$ cat src/rtl/ecc_err_log_pkg.sv
`timescale 1ns/1ps
package ecc_err_log_pkg;

   // register byte offsets (software visible)
   localparam int unsigned OFS_KEY     = 'h00;
   localparam int unsigned OFS_CFG     = 'h04;
   localparam int unsigned OFS_CTRL    = 'h50;
   localparam int unsigned OFS_UE_ADDR = 'h58;
   localparam int unsigned OFS_CE_ADDR = 'h5C;

   localparam logic [31:0] UNLOCK_KEY = 32'hFC60_0309;

   // configuration field positions
   localparam int unsigned CFG_ECC_BIT  = 7;
   localparam int unsigned CFG_DDR4_BIT = 4;

   // control/status field positions
   localparam int unsigned CTRL_CLR_BIT  = 31;
   localparam int unsigned CTRL_CE_LSB   = 16;
   localparam int unsigned CTRL_CE_FIELD = 8;
   localparam int unsigned CTRL_UE_LSB   = 12;
   localparam int unsigned CTRL_UE_FIELD = 4;
   localparam int unsigned CTRL_CE_EN    = 0;
   localparam int unsigned CTRL_UE_EN    = 1;
   localparam int unsigned CTRL_CE_PEND  = 2;
   localparam int unsigned CTRL_UE_PEND  = 3;

   typedef enum logic {
      CAP_FIRST = 1'b0,
      CAP_LAST  = 1'b1
   } cap_policy_e;

   typedef struct packed {
      logic ecc_en;
      logic ddr4;
   } cfg_t;

   typedef struct packed {
      logic clr;
      logic ue_en;
      logic ce_en;
   } ctrl_t;

endpackage

$ cat src/rtl/ecc_key_lock.sv
`timescale 1ns/1ps
module ecc_key_lock #(
   parameter int unsigned  DW  = 32,
   parameter logic [DW-1:0] KEY = '1
) (
   input  logic          clk,
   input  logic          rst_n,
   input  logic          key_wr,
   input  logic [DW-1:0] wdata,
   output logic          unlocked
);

   always_ff @(posedge clk) begin
      if (!rst_n) begin
         unlocked <= 1'b0;
      end else if (key_wr) begin
         unlocked <= (wdata == KEY);
      end
   end

endmodule

$ cat src/rtl/ecc_sat_counter.sv
`timescale 1ns/1ps
module ecc_sat_counter #(
   parameter int unsigned W = 8
) (
   input  logic         clk,
   input  logic         rst_n,
   input  logic         clr,
   input  logic         inc,
   output logic [W-1:0] count,
   output logic         seen
);

   localparam logic [W-1:0] CMAX = '1;
   localparam logic [W-1:0] ONE  = W'(1);

   always_ff @(posedge clk) begin
      if (!rst_n) begin
         count <= '0;
         seen  <= 1'b0;
      end else if (clr) begin
         count <= '0;
         seen  <= 1'b0;
      end else if (inc) begin
         seen <= 1'b1;
         if (count != CMAX) begin
            count <= count + ONE;
         end
      end
   end

endmodule

$ cat src/rtl/ecc_addr_capture.sv
`timescale 1ns/1ps
module ecc_addr_capture
   import ecc_err_log_pkg::*;
#(
   parameter int unsigned AW     = 32,
   parameter cap_policy_e POLICY = CAP_LAST
) (
   input  logic          clk,
   input  logic          rst_n,
   input  logic          clr,
   input  logic          hit,
   input  logic [AW-1:0] addr_in,
   output logic [AW-1:0] addr_q,
   output logic          held
);

   logic take;

   generate
      if (POLICY == CAP_FIRST) begin : g_first
         assign take = hit && !clr && !held;
      end else begin : g_last
         assign take = hit && !clr;
      end
   endgenerate

   always_ff @(posedge clk) begin
      if (!rst_n) begin
         addr_q <= '0;
      end else if (take) begin
         addr_q <= addr_in;
      end
   end

   always_ff @(posedge clk) begin
      if (!rst_n) begin
         held <= 1'b0;
      end else if (clr) begin
         held <= 1'b0;
      end else if (hit) begin
         held <= 1'b1;
      end
   end

endmodule

$ cat src/rtl/ecc_err_log.sv
`timescale 1ns/1ps
module ecc_err_log
   import ecc_err_log_pkg::*;
#(
   parameter int unsigned ERR_AW   = 32,
   parameter int unsigned CE_CNT_W = 8,
   parameter int unsigned UE_CNT_W = 4,
   parameter int unsigned BUS_AW   = 8
) (
   input  logic              clk,
   input  logic              rst_n,
   input  logic              bus_we,
   input  logic [BUS_AW-1:0] bus_addr,
   input  logic [31:0]       bus_wdata,
   output logic [31:0]       bus_rdata,
   input  logic              ce_pulse,
   input  logic [ERR_AW-1:0] ce_addr,
   input  logic              ue_pulse,
   input  logic [ERR_AW-1:0] ue_addr,
   output logic              cfg_ecc_en,
   output logic              cfg_ddr4,
   output logic              irq
);

   localparam logic [BUS_AW-1:0] A_KEY  = BUS_AW'(OFS_KEY);
   localparam logic [BUS_AW-1:0] A_CFG  = BUS_AW'(OFS_CFG);
   localparam logic [BUS_AW-1:0] A_CTRL = BUS_AW'(OFS_CTRL);
   localparam logic [BUS_AW-1:0] A_UEA  = BUS_AW'(OFS_UE_ADDR);
   localparam logic [BUS_AW-1:0] A_CEA  = BUS_AW'(OFS_CE_ADDR);

   // elaboration-time parameter checks
   generate
      if (CE_CNT_W < 1 || CE_CNT_W > CTRL_CE_FIELD) begin : g_bad_ce_w
         $error("CE_CNT_W must lie in 1..%0d", CTRL_CE_FIELD);
      end
      if (UE_CNT_W < 1 || UE_CNT_W > CTRL_UE_FIELD) begin : g_bad_ue_w
         $error("UE_CNT_W must lie in 1..%0d", CTRL_UE_FIELD);
      end
      if (ERR_AW < 1 || ERR_AW > 32) begin : g_bad_err_aw
         $error("ERR_AW must lie in 1..32");
      end
      if (BUS_AW < 7 || BUS_AW > 32) begin : g_bad_bus_aw
         $error("BUS_AW must lie in 7..32");
      end
   endgenerate

   // write protection
   logic lock_open;
   logic key_wr;

   assign key_wr = bus_we && (bus_addr == A_KEY);

   ecc_key_lock #(
      .DW  (32),
      .KEY (UNLOCK_KEY)
   ) u_lock (
      .clk      (clk),
      .rst_n    (rst_n),
      .key_wr   (key_wr),
      .wdata    (bus_wdata),
      .unlocked (lock_open)
   );

   logic cfg_wr;
   logic ctrl_wr;

   assign cfg_wr  = bus_we && lock_open && (bus_addr == A_CFG);
   assign ctrl_wr = bus_we && lock_open && (bus_addr == A_CTRL);

   // configuration register
   cfg_t cfg_q;

   always_ff @(posedge clk) begin
      if (!rst_n) begin
         cfg_q <= '0;
      end else if (cfg_wr) begin
         cfg_q.ecc_en <= bus_wdata[CFG_ECC_BIT];
         cfg_q.ddr4   <= bus_wdata[CFG_DDR4_BIT];
      end
   end

   assign cfg_ecc_en = cfg_q.ecc_en;
   assign cfg_ddr4   = cfg_q.ddr4;

   // control bits
   ctrl_t ctrl_q;

   always_ff @(posedge clk) begin
      if (!rst_n) begin
         ctrl_q <= '0;
      end else if (ctrl_wr) begin
         ctrl_q.clr   <= bus_wdata[CTRL_CLR_BIT];
         ctrl_q.ue_en <= bus_wdata[CTRL_UE_EN];
         ctrl_q.ce_en <= bus_wdata[CTRL_CE_EN];
      end
   end

   logic clr_q;
   assign clr_q = ctrl_q.clr;

   // error counters
   logic [CE_CNT_W-1:0] ce_cnt;
   logic [UE_CNT_W-1:0] ue_cnt;
   logic                ce_pend;
   logic                ue_pend;

   ecc_sat_counter #(.W(CE_CNT_W)) u_ce_cnt (
      .clk   (clk),
      .rst_n (rst_n),
      .clr   (clr_q),
      .inc   (ce_pulse),
      .count (ce_cnt),
      .seen  (ce_pend)
   );

   ecc_sat_counter #(.W(UE_CNT_W)) u_ue_cnt (
      .clk   (clk),
      .rst_n (rst_n),
      .clr   (clr_q),
      .inc   (ue_pulse),
      .count (ue_cnt),
      .seen  (ue_pend)
   );

   // address capture
   logic [ERR_AW-1:0] ce_addr_q;
   logic [ERR_AW-1:0] ue_addr_q;
   logic              ce_held;
   logic              ue_held;

   ecc_addr_capture #(
      .AW     (ERR_AW),
      .POLICY (CAP_LAST)
   ) u_ce_cap (
      .clk     (clk),
      .rst_n   (rst_n),
      .clr     (clr_q),
      .hit     (ce_pulse),
      .addr_in (ce_addr),
      .addr_q  (ce_addr_q),
      .held    (ce_held)
   );

   ecc_addr_capture #(
      .AW     (ERR_AW),
      .POLICY (CAP_FIRST)
   ) u_ue_cap (
      .clk     (clk),
      .rst_n   (rst_n),
      .clr     (clr_q),
      .hit     (ue_pulse),
      .addr_in (ue_addr),
      .addr_q  (ue_addr_q),
      .held    (ue_held)
   );

   // interrupt
   assign irq = (ctrl_q.ce_en && ce_pend) || (ctrl_q.ue_en && ue_pend);

   // read path
   logic [31:0] cfg_rd;
   logic [31:0] ctrl_rd;

   always_comb begin
      cfg_rd               = '0;
      cfg_rd[CFG_ECC_BIT]  = cfg_q.ecc_en;
      cfg_rd[CFG_DDR4_BIT] = cfg_q.ddr4;
   end

   always_comb begin
      ctrl_rd                           = '0;
      ctrl_rd[CTRL_CLR_BIT]             = ctrl_q.clr;
      ctrl_rd[CTRL_CE_LSB +: CE_CNT_W]  = ce_cnt;
      ctrl_rd[CTRL_UE_LSB +: UE_CNT_W]  = ue_cnt;
      ctrl_rd[CTRL_UE_PEND]             = ue_pend;
      ctrl_rd[CTRL_CE_PEND]             = ce_pend;
      ctrl_rd[CTRL_UE_EN]               = ctrl_q.ue_en;
      ctrl_rd[CTRL_CE_EN]               = ctrl_q.ce_en;
   end

   always_comb begin
      case (bus_addr)
         A_CFG:   bus_rdata = cfg_rd;
         A_CTRL:  bus_rdata = ctrl_rd;
         A_UEA:   bus_rdata = 32'(ue_addr_q);
         A_CEA:   bus_rdata = 32'(ce_addr_q);
         default: bus_rdata = '0;
      endcase
   end

endmodule

$ cat config.mk
export PLATFORM = sky130hd
export DESIGN_NAME = ecc_err_log
export DESIGN_NICKNAME = d
export VERILOG_FILES = /design/src/rtl/ecc_err_log_pkg.sv /design/src/rtl/ecc_key_lock.sv /design/src/rtl/ecc_sat_counter.sv /design/src/rtl/ecc_addr_capture.sv /design/src/rtl/ecc_err_log.sv
export SDC_FILE = /design/constraint.sdc
export NUM_CORES = 1
export LEC_CHECK = 0
export BUFFER_PORTS_ARGS = -buffer_cell sky130_fd_sc_hd__buf_2
export CORE_ASPECT_RATIO = 1.1
export CORE_MARGIN = 2
export CORE_UTILIZATION = 30
export DETAILED_ROUTE_END_ITERATION = 12
export SLEW_MARGIN = 20
export SYNTH_ARGS = -nofsm -noshare
export SYNTH_HDL_FRONTEND = slang
export SYNTH_HIERARCHICAL = 1
export SYNTH_SLANG_ARGS = --single-unit
$ cat constraint.sdc
create_clock -name clk -period 4.7 [get_ports clk]
set_input_delay 0.705 -clock clk [delete_from_list [all_inputs] [get_ports clk]]
set_output_delay 0.705 -clock clk [all_outputs]
set_load 0.005 [all_outputs]
==> results by group, run 1 <==
Yosys
  • Post-Syn Instances: 489
  • Mapped Area: 0.00442 mm²
  • Syn avg cell area: 9.05 µm²
  • Yosys warning total: 6
  • Syn_nets: 600

Place
  • Final Wtd Congestion: 0.809
  • Port bufs: 143
  • Pre-CTS setup slack: 1380 ps
  • Placed Cells: 793
  • Cell Area, Placed: 0.00513 mm²
  • Hpwl dp: 8520 µm

Min path
  • WHS Endpoint: u_ce_cap/addr_q[26]
  • Type of the worst min-delay path: flop to flop
  • Hold depth: 2
  • Hold path start: u_ce_cap/addr_q[26]

Routing
  • Detail Route Antenna Nets: 0
  • Vias per cell: 4.80
  • DR WL/cell: 14.5 µm
  • DRC Markers: 0
  • Vias after detailed routing: 3,886
  • 1st-pass router iterations: 4
  • DRT iter0 DRCs: 241
  • Drt total wl: 11,700 µm

STA
  • Endpoints failing setup: 0
  • Max Clk Rate: 298 MHz
  • Fin. max-slew vios: 0
  • Part of the cycle the worst path needs: 71.3%
  • Clk_skew: 9.70 ps
  • RSZ-0062 raised after global routing: no
  • Tmin final: 3350 ps
  • Fin. Hold Viols: 0
  • Worst-margin pin slew: 957 ps
  • Slew margin rel.: 36.2%
  • Worst setup margin: 1350 ps
  • Setup TNS Final: 0 ps

Finish
  • Reg area: 0.00170 mm²
  • Share of cells above drive strength 1: 28.8%
  • Non-Filler Instances: 809
  • P&R area growth vs syn: 22.9%
  • Antenna Cells: 0
  • Multi-input logic area: 0.00235 mm²
  • Final net count: 723
  • Filler cells: 1,445
  • Design Area, Final: 0.00544 mm²

Power
  • Cell Pwr Density: 313 mW/mm²
  • Peak VDD IR: 155 µV
  • Leakage: 2.41 nW

Clock network
  • Post-CTS Setup Repair Bufs: 0
  • Root buffer cell: clkbuf_16
  • Clock sink count: 85
  • H-tree levels: 3
  • CTS clk-pin slew, worst paths: 60 ps
  • Cts repair resizes: 0
  • Clock Path Buffers: 2
  • CTS tree: yes
  • TritonCTS Buffers: 9
  • Clock Latency Late Sink: 340 ps
  • Hold-fix buffers, CTS: 0

Die
  • # IOs: 144
  • Core Region: 0.0144 mm²
  • Total die area: 0.0157 mm²
  • Row cnt: 46
  • Die Wd: 120 µm
  • Initial Util: 30.6%
  • Die Y: 131 µm

Worst setup path
  • R2r setup slk: 3170 ps
  • Worst path required time: 3990 ps
  • CP peak stage delay: 650 ps
  • Critical-path top delay cell: nor4b_4
  • Buf+Inv Stages, Crit Path: 3
  • Crit path launch: bus_addr[7]
  • Delay-heaviest family, CP: simple AND/OR/NAND/NOR gates
  • Cell count of the worst reg-to-reg path: 3
  • Crit-path cells: buf_2, nand4bb_4, nor4b_4, buf_4, a221o_1, buf_2
  • RR Endpoint: u_ue_cap/addr_q[26]
  • Maximum fanout along the worst path: 22
  • CP most frequent cell: buf_2
  • Critical Path Start Type: primary input
  • Crit end category: output pin
  • Reg-to-reg critical path startpoint: clr_q
  • WP data arrival: 2650 ps
  • Critical path type: primary input to output pin

Global route
  • First-pass GRT wire length: 18,500 µm
  • Largest net degree at the start of global routing: 100
  • Initial antenna violation count: 0
  • Number of global-route vias before repair: 3,820
  • Global route overflow: 0
  • GRT Util Overall: 14.6%

Run
  • Max-Cap Viols: 0

Status
  • Status: finished clean
[through the flow]
step / total power, mW / hold WS (ps) / util (%)
after floorplan: 0.915 / 434 / -
after global placement: 0.972 / 442 / 35.5
after detailed placement: 0.978 / 448 / 35.5
after CTS: 1.73 / 460 / 37.6
after global routing: 1.78 / 474 / 37.6
final: 1.70 / 458 / 37.6
[power by group]
group / total [mW] / switching [mW] / internal [mW] / leakage [nW]
clock: 0.742 / 0.317 / 0.425 / 0.154
combinational: 0.176 / 0.0936 / 0.0820 / 1.56
sequential: 0.786 / 0.0257 / 0.760 / 0.698
total: 1.70 / 0.436 / 1.27 / 2.41
[registers in the layout, indices dropped and copies added (netlist names)]
name and count:
clr_q 1, u_ce_cnt/seen 1, ctrl_q 2, u_lock/unlocked 1, u_ce_cnt/count 8, cfg_ddr4 1, u_ue_cnt/seen 1, u_ue_cap/held 1
u_ce_cap/addr_q 32, cfg_ecc_en 1, u_ue_cap/addr_q 32, u_ue_cnt/count 4
[cell type report]
cell class	instances	share of cell area (%)
clock buffers	9	4.14
multi-input cells	347	43.2
flip-flops and latches	85	31.3
well taps	192	4.42
clock inverters	7	1.56
repair buffers	148	13.9
inverters	21	1.45
[worst reg2reg max path, cell delays in order (launching register included)]
cell and delay, ps:
dfxtp_1 440, nor3b_4 210, buf_4 500, mux2i_1 310
[per-layer routing]
metal | GRT usage, % | vias to the layer above | part of all wire [%]
met5 | 0 | - | 0
met4 | 5.10 | 0 | 0.92
met3 | 2.65 | 8 | 4.9
met2 | 24.7 | 112 | 48
met1 | 18.6 | 1796 | 46
li1 | - | 1970 | -
[cell usage in the layout, fill, tap and decap left out, types with 2 or more instances in the layout]
| cell | instances |
|---|---|
| nand2_1 | 150 |
| buf_2 | 142 |
| dfxtp_1 | 85 |
| mux2i_1 | 74 |
| inv_1 | 21 |
| a221o_1 | 19 |
| nor4_1 | 17 |
| a22o_1 | 14 |
| clkbuf_16 | 9 |
| nor2_1 | 6 |
| buf_4 | 6 |
| nor4b_1 | 5 |
| inv_6 | 5 |
| nor3_1 | 4 |
| a21oi_1 | 4 |
| nand2b_1 | 4 |
| nand3_1 | 4 |
| a311oi_1 | 3 |
| nor2b_1 | 3 |
| nand4b_1 | 3 |
| nor4b_4 | 2 |
| or4b_1 | 2 |
| nor4_4 | 2 |
| o31a_1 | 2 |
| and4_1 | 2 |
| and3_1 | 2 |
| a211oi_1 | 2 |
| nor3b_1 | 2 |
| ha_1 | 2 |
| nand4_1 | 2 |
[how the worst max path moves through the flow]
stage | slack [ps] | end | depth (start not counted)
3_5_place_dp | 1380 | bus_rdata[12] | 6
2_1_floorplan | 2250 | bus_rdata[20] | 5
3_3_place_gp | 1470 | bus_rdata[0] | 6
5_1_grt | 1200 | bus_rdata[14] | 6
6_report | 1350 | bus_rdata[12] | 6
4_1_cts | 1380 | bus_rdata[12] | 6
(Power assumes the default switching activity.)
==> run 2, diff against run 1 <==
Clock period 4.7 ns to 2.9 ns, I/O delays scaled along.
==> run 2 against run 1 <==
Compared with the run above: hold slack worse by 120 ps; highest routed layer unchanged; critical path type unchanged; clock-buffer cell count is 3 higher; sequential power rose by 62%; core utilization up 0.078 points; worst setup slack got worse by 860 ps; register-to-register slack got worse by 1800 ps; die area is the same; sequential share of layout area fell by 0.065 points; critical path depth down 1; routed wire length rose by 3.4%; first-iteration DRC count shrank 20%.
==> results by group, run 2 (synthesis gave the netlist of run 1 again) <==
Status
  • Status: finished clean (unchanged)

Global route
  • Initial antenna violation count: 0 (unchanged)
  • Number of global-route vias before repair: 3,786 (was 3,820)
  • First-pass GRT wire length: 19,200 µm (was 18,500 µm)
  • GRT Util Overall: 15.2% (was 14.6%)
  • Largest net degree at the start of global routing: 72 (was 100)
  • Global route overflow: 0 (unchanged)

STA
  • Slew margin rel.: 48.6% (was 36.2%)
  • Worst setup margin: 484 ps (was 1350 ps)
  • Worst-margin pin slew: 771 ps (was 957 ps)
  • Setup TNS Final: 0 ps (unchanged)
  • Max Clk Rate: 414 MHz
  • Fin. Hold Viols: 0 (unchanged)
  • Fin. max-slew vios: 0 (unchanged)
  • Clk_skew: 7.20 ps (was 9.70 ps)
  • Endpoints failing setup: 0 (unchanged)
  • RSZ-0062 raised after global routing: no (unchanged)
  • Part of the cycle the worst path needs: 83.3%
  • Tmin final: 2420 ps

Clock network
  • Clock sink count: 85 (unchanged)
  • Post-CTS Setup Repair Bufs: 0 (unchanged)
  • Clock Path Buffers: 2 (unchanged)
  • Root buffer cell: clkbuf_16 (unchanged)
  • Cts repair resizes: 0 (unchanged)
  • CTS clk-pin slew, worst paths: 60 ps (about the same)
  • H-tree levels: 3 (unchanged)
  • Hold-fix buffers, CTS: 0 (unchanged)
  • CTS tree: yes (unchanged)
  • TritonCTS Buffers: 9 (unchanged)
  • Clock Latency Late Sink: 340 ps (about the same)

Worst setup path
  • Critical Path Start Type: primary input (unchanged)
  • Cell count of the worst reg-to-reg path: 3 (unchanged)
  • R2r setup slk: 1340 ps (was 3170 ps)
  • WP data arrival: 1980 ps (was 2650 ps)
  • Crit path launch: bus_addr[1] (was bus_addr[7])
  • Reg-to-reg critical path startpoint: clr_q (unchanged)
  • Critical path type: primary input to output pin (unchanged)
  • Crit end category: output pin (unchanged)
  • Maximum fanout along the worst path: 19 (was 22)
  • RR Endpoint: u_ue_cap/addr_q[22] (was u_ue_cap/addr_q[26])
  • Worst path required time: 2470 ps (was 3990 ps)

Finish
  • Filler cells: 1,484 (was 1,445)
  • Non-Filler Instances: 811 (was 809)
  • Leading registers by flop count: u_ce_cap/addr_q x32, u_ue_cap/addr_q x32, u_ce_cnt/count x8 (unchanged)
  • Finished Core Util: 37.7% (was 37.6%)
  • Antenna Cells: 0 (unchanged)
  • Most common cell after layout, fill and taps aside: nand2_1 (unchanged)
  • Final net count: 725 (was 723)
  • P&R area growth vs syn: 23.2% (was 22.9%)
  • Share of cells above drive strength 1: 28.8% (about the same)
  • Most frequent cells in the layout: 150 x nand2_1, 142 x buf_2, 85 x dfxtp_1, 74 x mux2i_1, 21 x inv_1 (unchanged)

Power
  • Clock power share: 42.7% (was 43.6%)
  • Peak VDD IR: 238 µV (was 155 µV)
  • Int Pwr: 2.06 mW (was 1.27 mW)
  • Sw Ratio: 24.5% (was 25.6%)
  • Cell Pwr Density: 500 mW/mm² (was 313 mW/mm²)
  • Comb pwr share: 10.6% (was 10.3%)
  • Tot Pwr: 2.72 mW (was 1.70 mW)
  • Leakage: 2.41 nW (about the same)
  • Switching power: 668 µW (was 436 µW)
  • Sequential Power Share: 46.7% (was 46.1%)

Min path
  • Type of the worst min-delay path: primary input to flop (was flop to flop)
  • Hold depth: 3 (was 2)
  • Hold path start: ce_addr[30] (was u_ce_cap/addr_q[26])
  • WHS Endpoint: u_ce_cap/addr_q[30] (was u_ce_cap/addr_q[26])

Routing
  • Routed wl met2: 5750 µm (was 5690 µm)
  • 1st-pass router iterations: 4 (unchanged)
  • Detail Route Antenna Nets: 0 (unchanged)
  • Top sig layer: met4 (unchanged)
  • Vias after detailed routing: 3,933 (was 3,886)
  • Vias per cell: 4.85 (was 4.80)
  • Met1 wire length: 5640 µm (was 5380 µm)
  • DRC Markers: 0 (unchanged)
  • DRT iter0 DRCs: 194 (was 241)
  • DR WL/cell: 15.0 µm (was 14.5 µm)
  • Met3 routed WL: 574 µm (was 570 µm)
  • Drt total wl: 12,100 µm (was 11,700 µm)

Place
  • Placed Cells: 795 (was 793)
  • Final Wtd Congestion: 0.753 (was 0.809)
  • Hpwl dp: 8460 µm (was 8520 µm)
  • Port bufs: 143 (unchanged)
  • Pre-CTS setup slack: 468 ps (was 1380 ps)

Die
  • # IOs: 144 (unchanged)
  • Row cnt: 46 (unchanged)
  • Core Region: 0.0144 mm² (unchanged)
  • Die Y: 131 µm (unchanged)
  • Die Wd: 120 µm (unchanged)
  • Total die area: 0.0157 mm² (unchanged)
  • Initial Util: 30.6% (unchanged)

Run
  • Max-Cap Viols: 0 (unchanged)
-- run 2: layout make-up --
class                           instances  area [µm²]  area share [%]
Inverter                               21        78.8            1.45
Clock inverter                          4        47.5           0.872
Timing Repair Buffer                  150         783            14.4
Clock buffer                           12         246            4.52
Sequential cell                        85        1700            31.2
Tap cell                              192         240            4.41
Multi-Input combinational cell        347        2350            43.2
-- run 2: worst max-delay path by stage --
stage / end / slack, ps / cells after the start
after global routing: bus_rdata[20] / 330 / 5
final: bus_rdata[20] / 480 / 5
after global placement: bus_rdata[23] / 430 / 5
after detailed placement: bus_rdata[15] / 470 / 5
after floorplan: u_lock/unlocked / 890 / 8
after CTS: bus_rdata[15] / 430 / 5
-- run 2: worst max-delay path, cell delays in order --
cell and delay [ps]:
buf_2 110, or3_1 680, nor4_1 470, a221o_1 170, buf_2 110
-- run 2: through the flow --
stage | hold WS, ps | cell area (µm²)
detailed placement | 447 | 5160
CTS | 327 | 5450
floorplan | 434 | 4420
finish | 338 | 5450
global placement | 443 | 5160
global route | 336 | 5450
-- run 2: layer usage --
metal | GRT usage, % | vias up
li1 | - | 1967
met1 | 19.5 | 1845
met2 | 25.5 | 108
met3 | 3.39 | 13
met4 | 4.51 | 0
met5 | 0 | -
-- run 2: power groups by stage --
stage / combinational (mW) / sequential (mW) / clock (mW)
after global routing: 0.322 / 1.28 / 1.24
after global placement: 0.282 / 1.29 / 0
after detailed placement: 0.290 / 1.30 / 0
after CTS: 0.292 / 1.27 / 1.19
after floorplan: 0.198 / 1.28 / 0
final: 0.288 / 1.27 / 1.16
